File: src/rtl/usbh_irq_pkg.sv
package usbh_irq_pkg;
  // Status bit positions decoded by software
  localparam int B_CONN   = 0;
  localparam int B_DISC   = 1;
  localparam int B_RST    = 2;
  localparam int B_RSMTX  = 3;
  localparam int B_RSMRX  = 4;
  localparam int B_SOF    = 5;
  localparam int B_WAKE   = 6;
  localparam int B_RSVD   = 7;
  localparam int NUM_EVT  = 6;   // flags held in the freezable bank
  localparam int PIPE_LSB = 8;

  typedef enum logic [1:0] {
    ADDR_STATUS = 2'd0,
    ADDR_CLEAR  = 2'd1,
    ADDR_ENABLE = 2'd2,
    ADDR_SPARE  = 2'd3
  } reg_addr_e;
endpackage

File: src/rtl/usbh_irq_evt_bank.sv
module usbh_irq_evt_bank #(
  parameter int N = 6
) (
  input  logic         clk,
  input  logic         rst_n,
  input  logic         run_i,
  input  logic [N-1:0] set_i,
  input  logic [N-1:0] clr_i,
  output logic [N-1:0] flag_o
);
  // One sticky flag per event; run_i low models the frozen clock.
  for (genvar i = 0; i < N; i++) begin : g_flag
    always_ff @(posedge clk) begin
      if (!rst_n)
        flag_o[i] <= 1'b0;
      else if (run_i)
        flag_o[i] <= set_i[i] | (flag_o[i] & ~clr_i[i]);
    end

    AST_SET_WINS: assert property (@(posedge clk) disable iff (!rst_n)
      (run_i && set_i[i]) |=> flag_o[i]);
    AST_W1C_CLEARS: assert property (@(posedge clk) disable iff (!rst_n)
      (run_i && clr_i[i] && !set_i[i]) |=> !flag_o[i]);
    AST_NO_SPURIOUS_SET: assert property (@(posedge clk) disable iff (!rst_n)
      (!set_i[i] && !flag_o[i]) |=> !flag_o[i]);
  end

  AST_FROZEN_HOLD: assert property (@(posedge clk) disable iff (!rst_n)
    !run_i |=> $stable(flag_o));
endmodule

File: src/rtl/usbh_irq_wake_flag.sv
module usbh_irq_wake_flag (
  input  logic clk,
  input  logic rst_n,
  input  logic set_i,
  input  logic clr_i,
  output logic flag_o
);
  // Clocked by the always-running clock, never gated by the freeze input.
  always_ff @(posedge clk) begin
    if (!rst_n)
      flag_o <= 1'b0;
    else
      flag_o <= set_i | (flag_o & ~clr_i);
  end

  AST_WAKE_CAPTURE: assert property (@(posedge clk) disable iff (!rst_n)
    set_i |=> flag_o);
  AST_WAKE_CLEAR: assert property (@(posedge clk) disable iff (!rst_n)
    (clr_i && !set_i) |=> !flag_o);
  AST_WAKE_NO_SPURIOUS: assert property (@(posedge clk) disable iff (!rst_n)
    (!set_i && !flag_o) |=> !flag_o);
endmodule

File: src/rtl/usbh_irq_collector.sv
module usbh_irq_collector
  import usbh_irq_pkg::*;
#(
  parameter int NUM_PIPES = 9,   // PIPE_LSB + NUM_PIPES must not exceed DATA_W
  parameter int DATA_W    = 32
) (
  input  logic                 clk,
  input  logic                 rst_n,
  input  logic                 clk_freeze_i,
  input  logic                 sof_gen_off_i,
  input  logic                 vbus_req_i,
  input  logic                 low_speed_i,
  input  logic                 ev_sof_i,
  input  logic                 ev_keepalive_i,
  input  logic                 ev_rsm_rx_i,
  input  logic                 ev_rsm_tx_done_i,
  input  logic                 ev_bus_rst_done_i,
  input  logic                 ev_dev_conn_i,
  input  logic                 ev_dev_disc_i,
  input  logic [NUM_PIPES-1:0] pipe_irq_i,
  input  logic                 reg_wr_i,
  input  logic [1:0]           reg_addr_i,
  input  logic [DATA_W-1:0]    reg_wdata_i,
  output logic [DATA_W-1:0]    reg_rdata_o,
  output logic                 irq_o
);
  localparam int PIPE_END = PIPE_LSB + NUM_PIPES;
  localparam logic [DATA_W-1:0] ONE = DATA_W'(1);
  localparam logic [DATA_W-1:0] VALID_MASK =
    ((ONE << PIPE_END) - ONE) & ~(ONE << B_RSVD);

  logic               run;
  logic               clr_wr;
  logic [NUM_EVT-1:0] evt_set, evt_clr, evt_flags;
  logic               wake_set, wake_clr, wake_flag;
  logic [DATA_W-1:0]  en_q;
  logic [DATA_W-1:0]  status;

  assign run    = !clk_freeze_i;
  assign clr_wr = reg_wr_i && run && (reg_addr_i == ADDR_CLEAR);

  // Event sources for the freezable flags
  always_comb begin
    evt_set          = '0;
    evt_set[B_CONN]  = ev_dev_conn_i;
    evt_set[B_DISC]  = ev_dev_disc_i;
    evt_set[B_RST]   = ev_bus_rst_done_i;
    evt_set[B_RSMTX] = ev_rsm_tx_done_i;
    evt_set[B_RSMRX] = ev_rsm_rx_i;
    evt_set[B_SOF]   = ev_sof_i | (low_speed_i & ev_keepalive_i);
  end

  assign evt_clr  = clr_wr ? reg_wdata_i[NUM_EVT-1:0] : '0;
  assign wake_set = (sof_gen_off_i & (ev_rsm_rx_i | ev_dev_disc_i))
                  | (vbus_req_i & ev_dev_conn_i);
  assign wake_clr = clr_wr & reg_wdata_i[B_WAKE];

  usbh_irq_evt_bank #(.N(NUM_EVT)) evt_bank_i (
    .clk    (clk),
    .rst_n  (rst_n),
    .run_i  (run),
    .set_i  (evt_set),
    .clr_i  (evt_clr),
    .flag_o (evt_flags)
  );

  usbh_irq_wake_flag wake_i (
    .clk    (clk),
    .rst_n  (rst_n),
    .set_i  (wake_set),
    .clr_i  (wake_clr),
    .flag_o (wake_flag)
  );

  // Enable register, frozen with the main domain
  always_ff @(posedge clk) begin
    if (!rst_n)
      en_q <= '0;
    else if (reg_wr_i && run && (reg_addr_i == ADDR_ENABLE))
      en_q <= reg_wdata_i & VALID_MASK;
  end

  always_comb begin
    status                         = '0;
    status[NUM_EVT-1:0]            = evt_flags;
    status[B_WAKE]                 = wake_flag;
    status[PIPE_LSB +: NUM_PIPES]  = pipe_irq_i;
  end

  always_comb begin
    case (reg_addr_i)
      ADDR_STATUS: reg_rdata_o = status;
      ADDR_ENABLE: reg_rdata_o = en_q;
      default:     reg_rdata_o = '0;
    endcase
  end

  assign irq_o = |(status & en_q);

  AST_RSVD_ZERO: assert property (@(posedge clk) disable iff (!rst_n)
    (reg_addr_i == ADDR_STATUS) |-> ((reg_rdata_o & ~VALID_MASK) == '0));
  AST_CLEAR_READS_ZERO: assert property (@(posedge clk) disable iff (!rst_n)
    (reg_addr_i == ADDR_CLEAR) |-> (reg_rdata_o == '0));
  AST_PIPE_LIVE: assert property (@(posedge clk) disable iff (!rst_n)
    (reg_addr_i == ADDR_STATUS) |-> (reg_rdata_o[PIPE_LSB +: NUM_PIPES] == pipe_irq_i));
  AST_MASKED_QUIET: assert property (@(posedge clk) disable iff (!rst_n)
    (en_q == '0) |-> !irq_o);
  AST_ENABLE_FROZEN: assert property (@(posedge clk) disable iff (!rst_n)
    clk_freeze_i |=> $stable(en_q));
endmodule

File: config.mk
export PLATFORM = sky130hd
export DESIGN_NAME = usbh_irq_collector
export DESIGN_NICKNAME = d
export VERILOG_FILES = /design/src/rtl/usbh_irq_pkg.sv /design/src/rtl/usbh_irq_evt_bank.sv /design/src/rtl/usbh_irq_wake_flag.sv /design/src/rtl/usbh_irq_collector.sv
export SDC_FILE = /design/constraint.sdc
export NUM_CORES = 1
export LEC_CHECK = 0
export CAP_MARGIN = 20
export CORE_ASPECT_RATIO = 0.9
export CORE_MARGIN = 1.5
export CORE_UTILIZATION = 40
export CTS_BUF_LIST = sky130_fd_sc_hd__clkbuf_16
export DETAILED_ROUTE_END_ITERATION = 10
export PLACE_DENSITY = 0.95
export SETUP_SLACK_MARGIN = 0.1
export SYNTH_ARGS = -nofsm -noshare
export SYNTH_HDL_FRONTEND = slang
export SYNTH_SLANG_ARGS = --single-unit
export TNS_END_PERCENT = 30
File: constraint.sdc
create_clock -name clk -period 4.1 [get_ports clk]
set_clock_uncertainty 0.2 [all_clocks]
set_input_delay 1.23 -clock clk [delete_from_list [all_inputs] [get_ports clk]]
set_output_delay 1.23 -clock clk [all_outputs]
set_load 0.05 [all_outputs]
==> impl_metrics.json, run 1 <==
{
  "max_freq_ghz": 0.2554,
  "finalHoldViolCount": 0,
  "die-height_um": 59.90,
  "synth.largest_area_cell": "dfxtp_1",
  "power_density_nw_per_um2": 286.8,
  "fill_cells": 303,
  "clk_root_buffer_cell": "clkbuf_16",
  "end_kind": "primary output",
  "viasPerCell": 4.905,
  "die_x_um": 66.22,
  "start_util": 0.4228,
  "place.gp.congestion": 0.7495,
  "synthTopCellsByCount": "nand2_1, dfxtp_1, buf_4, nor2_1, mux2i_1",
  "grt_max_degree": 24,
  "first_pass_iters": 2,
  "cts_tree": "done",
  "holdWs_ps": 279.0,
  "grt_pass1_wl_um": 5595,
  "io_pins": 90,
  "fin_crit_sh": 0.9550,
  "cts.clk_slew.worst_paths_ps": 60,
  "grt_setup_unrepaired": "false",
  "syn_inst": 166,
  "peakVddDrop_mv": 0.1699,
  "synth.avg_cell_area_sq_um": 8.668,
  "dieArea_sq_um": 3967,
  "yosysMostFrequentCell": "nand2_1",
  "fin_ws_ps": 184.5,
  "final-setup-viol-count": 0,
  "dp.final_hpwl_um": 2631,
  "critical-path-top-delay-family": "buffers and inverters",
  "ys_top_cells_by_area": "dfxtp_1, mux2i_1, buf_4",
  "max_stage_delay_ps": 420,
  "fin_area_sq_um": 2196,
  "path_cells": "clkdlybuf4s50_1 > a22o_1 > a221oi_2 > nand4_1 > buf_4",
  "drv_slew": 0,
  "antenna_left": 0,
  "synthArstFlopShare": 0,
  "fin_setup_tns_ps": 0,
  "pre_cts_ws_ps": 143.0,
  "io_buffers": 57,
  "rows": 20,
  "timing.slew.headroom": 0.5257,
  "track_usage": 0.1890,
  "cp-start-kind": "input port",
  "path_buf_inv": 2,
  "antenna_found_initial": 0,
  "ys_ff_latch": 23,
  "placed_area_sq_um": 2105,
  "numCtsBuffers": 3,
  "totalWireLength_um": 3433,
  "crit_arrival_ps": 2490,
  "grt_pass1_vias": 1291,
  "fp.coreArea_sq_um": 3403,
  "yosysUniqueCellTypes": 23,
  "p_leak_nw": 0.8751,
  "worst_pin_slew_ps": 707.5,
  "top_usage_layer": "met2",
  "cp_slowest_cell": "clkdlybuf4s50_1",
  "h-tree-depth": 1,
  "required_ps": 2670,
  "drive_gt1_frac": 0.1606,
  "synth_top_area_share": 0.3200,
  "gr-total-overflow": 0,
  "area_delta_synth_final_pct": 52.61,
  "use_met2": 0.3500,
  "crit_type": "in2out",
  "critPathMaxFanout": 2,
  "hold_buffers": 0,
  "vias": 1285,
  "yosysWarnings": 0,
  "cts_setup_buffers": 0,
  "fin_crit_ps": 3916,
  "synth_area_sq_um": 1439,
  "clock-sinks": 23,
  "n_antenna_cell": 0,
  "outcome": "complete, no violations",
  "cts_buffer_depth": 2,
  "drcViolationCount": 0,
  "drtIter0Drc": 24,
  "synth_edf_count": 0,
  "grtUsageMet3": 0.04143,
  "grt_use_met1": 0.2088,
  "cap_violations": 0,
  "synth_ff_type": "dfxtp_1",
  "yosysSeqAreaShare": 0.3200,
  "clock_latency_ps": 260,
  "num-nets-final": 276,
  "hold_class": "reg2reg",
  "wl_per_cell_um": 13.10
}
==> layer usage <==
metal / share of wire / vias to the layer above
li1: - / 639
met2: 0.53 / 43
met1: 0.40 / 595
met3: 0.053 / 8
met4: 0.019 / 0
met5: 0 / -
==> cell usage in the layout, fill, tap and decap left out, types with 4 or more instances in the layout <==
| master | count |
|---|---|
| a21boi_0 | 13 |
| o21a_1 | 7 |
| buf_12 | 17 |
| conb_1 | 16 |
| nor2_1 | 17 |
| clkdlybuf4s50_1 | 40 |
| dfxtp_1 | 23 |
| nand2_1 | 34 |
| a21boi_2 | 10 |
| a22o_1 | 4 |
| mux2i_1 | 16 |
| and2b_1 | 4 |
==> power by group <==
| part | switching [mW] | total, mW | internal (mW) |
|---|---|---|---|
| registers | 0.00664 | 0.239 | 0.232 |
| logic | 0.0993 | 0.183 | 0.0837 |
| clock network | 0.0781 | 0.208 | 0.130 |
| total | 0.184 | 0.630 | 0.446 |
==> logic make-up after synthesis <==
family | share of synthesized area
and+or+nand+nor | 0.1878
muxes | 0.1113
other | 0.002606
buffers and inverters | 0.1400
DFF | 0.3200
AOI/OAI and AO/OA | 0.2382
==> worst min-delay path: cells and delay by family (launching register included) <==
| family | cells | cell delay [ps] |
|---|---|---|
| flops | 1 | 320 |
| simple gates | 1 | 70 |
| compound gates | 1 | 50 |
==> sequential cells by signal (all words and copies together), names as in the netlist <==
name and count:
en_q 16, evt_bank_i.flag_o 6, wake_i.flag_o 1
==> metrics by stage <==
stage,std cells,util,power [mW]
finish,262,0.6452,0.6298
global placement,258,0.6184,0.4225
global route,262,0.6452,0.6548
floorplan,181,-,0.3575
detailed placement,258,0.6184,0.4256
CTS,262,0.6434,0.6347
==> cell type report <==
type                       instances  area, sq um  share of cell area
multi-input combinational        132        845.8              0.3852
timing repair buffer              59        755.7              0.3442
sequential                        23        460.4              0.2097
clock buffer                       3        75.07             0.03419
tap                               44        55.05             0.02507
clock inverter                     1        3.754            0.001709
==> what timing repair did <==
| action | in CTS | in global routing |
|---|---|---|
| hold endpoints to repair | 0 | 0 |
| gates resized for setup | 1 | 1 |
| setup endpoints to repair | 1 | 1 |
==> final timing paths <==
check	from	to	slack, ps	depth (start not counted)
worst max-delay path	pipe_irq_i[1]	irq_o	180	5
worst min register to register	en_q[11]$_SDFFE_PN0P_	en_q[11]$_SDFFE_PN0P_	280	2
worst max register to register	en_q[16]$_SDFFE_PN0P_	en_q[16]$_SDFFE_PN0P_	3130	2
worst min-delay path	en_q[11]$_SDFFE_PN0P_	en_q[11]$_SDFFE_PN0P_	280	2
No activity file was read; power rests on OpenSTA's default activity.
==> run 2, diff against run 1 <==
--- a/config.mk
+++ b/config.mk
@@ -10,6 +10,7 @@
 export CORE_MARGIN = 1.5
 export CORE_UTILIZATION = 40
 export CTS_BUF_LIST = sky130_fd_sc_hd__clkbuf_16
+export CTS_CLUSTER_SIZE = 16
 export DETAILED_ROUTE_END_ITERATION = 10
 export PLACE_DENSITY = 0.95
 export SETUP_SLACK_MARGIN = 0.1
==> results of run 2 <==
Final layout, timing and power as in run 1 (identical DEF).
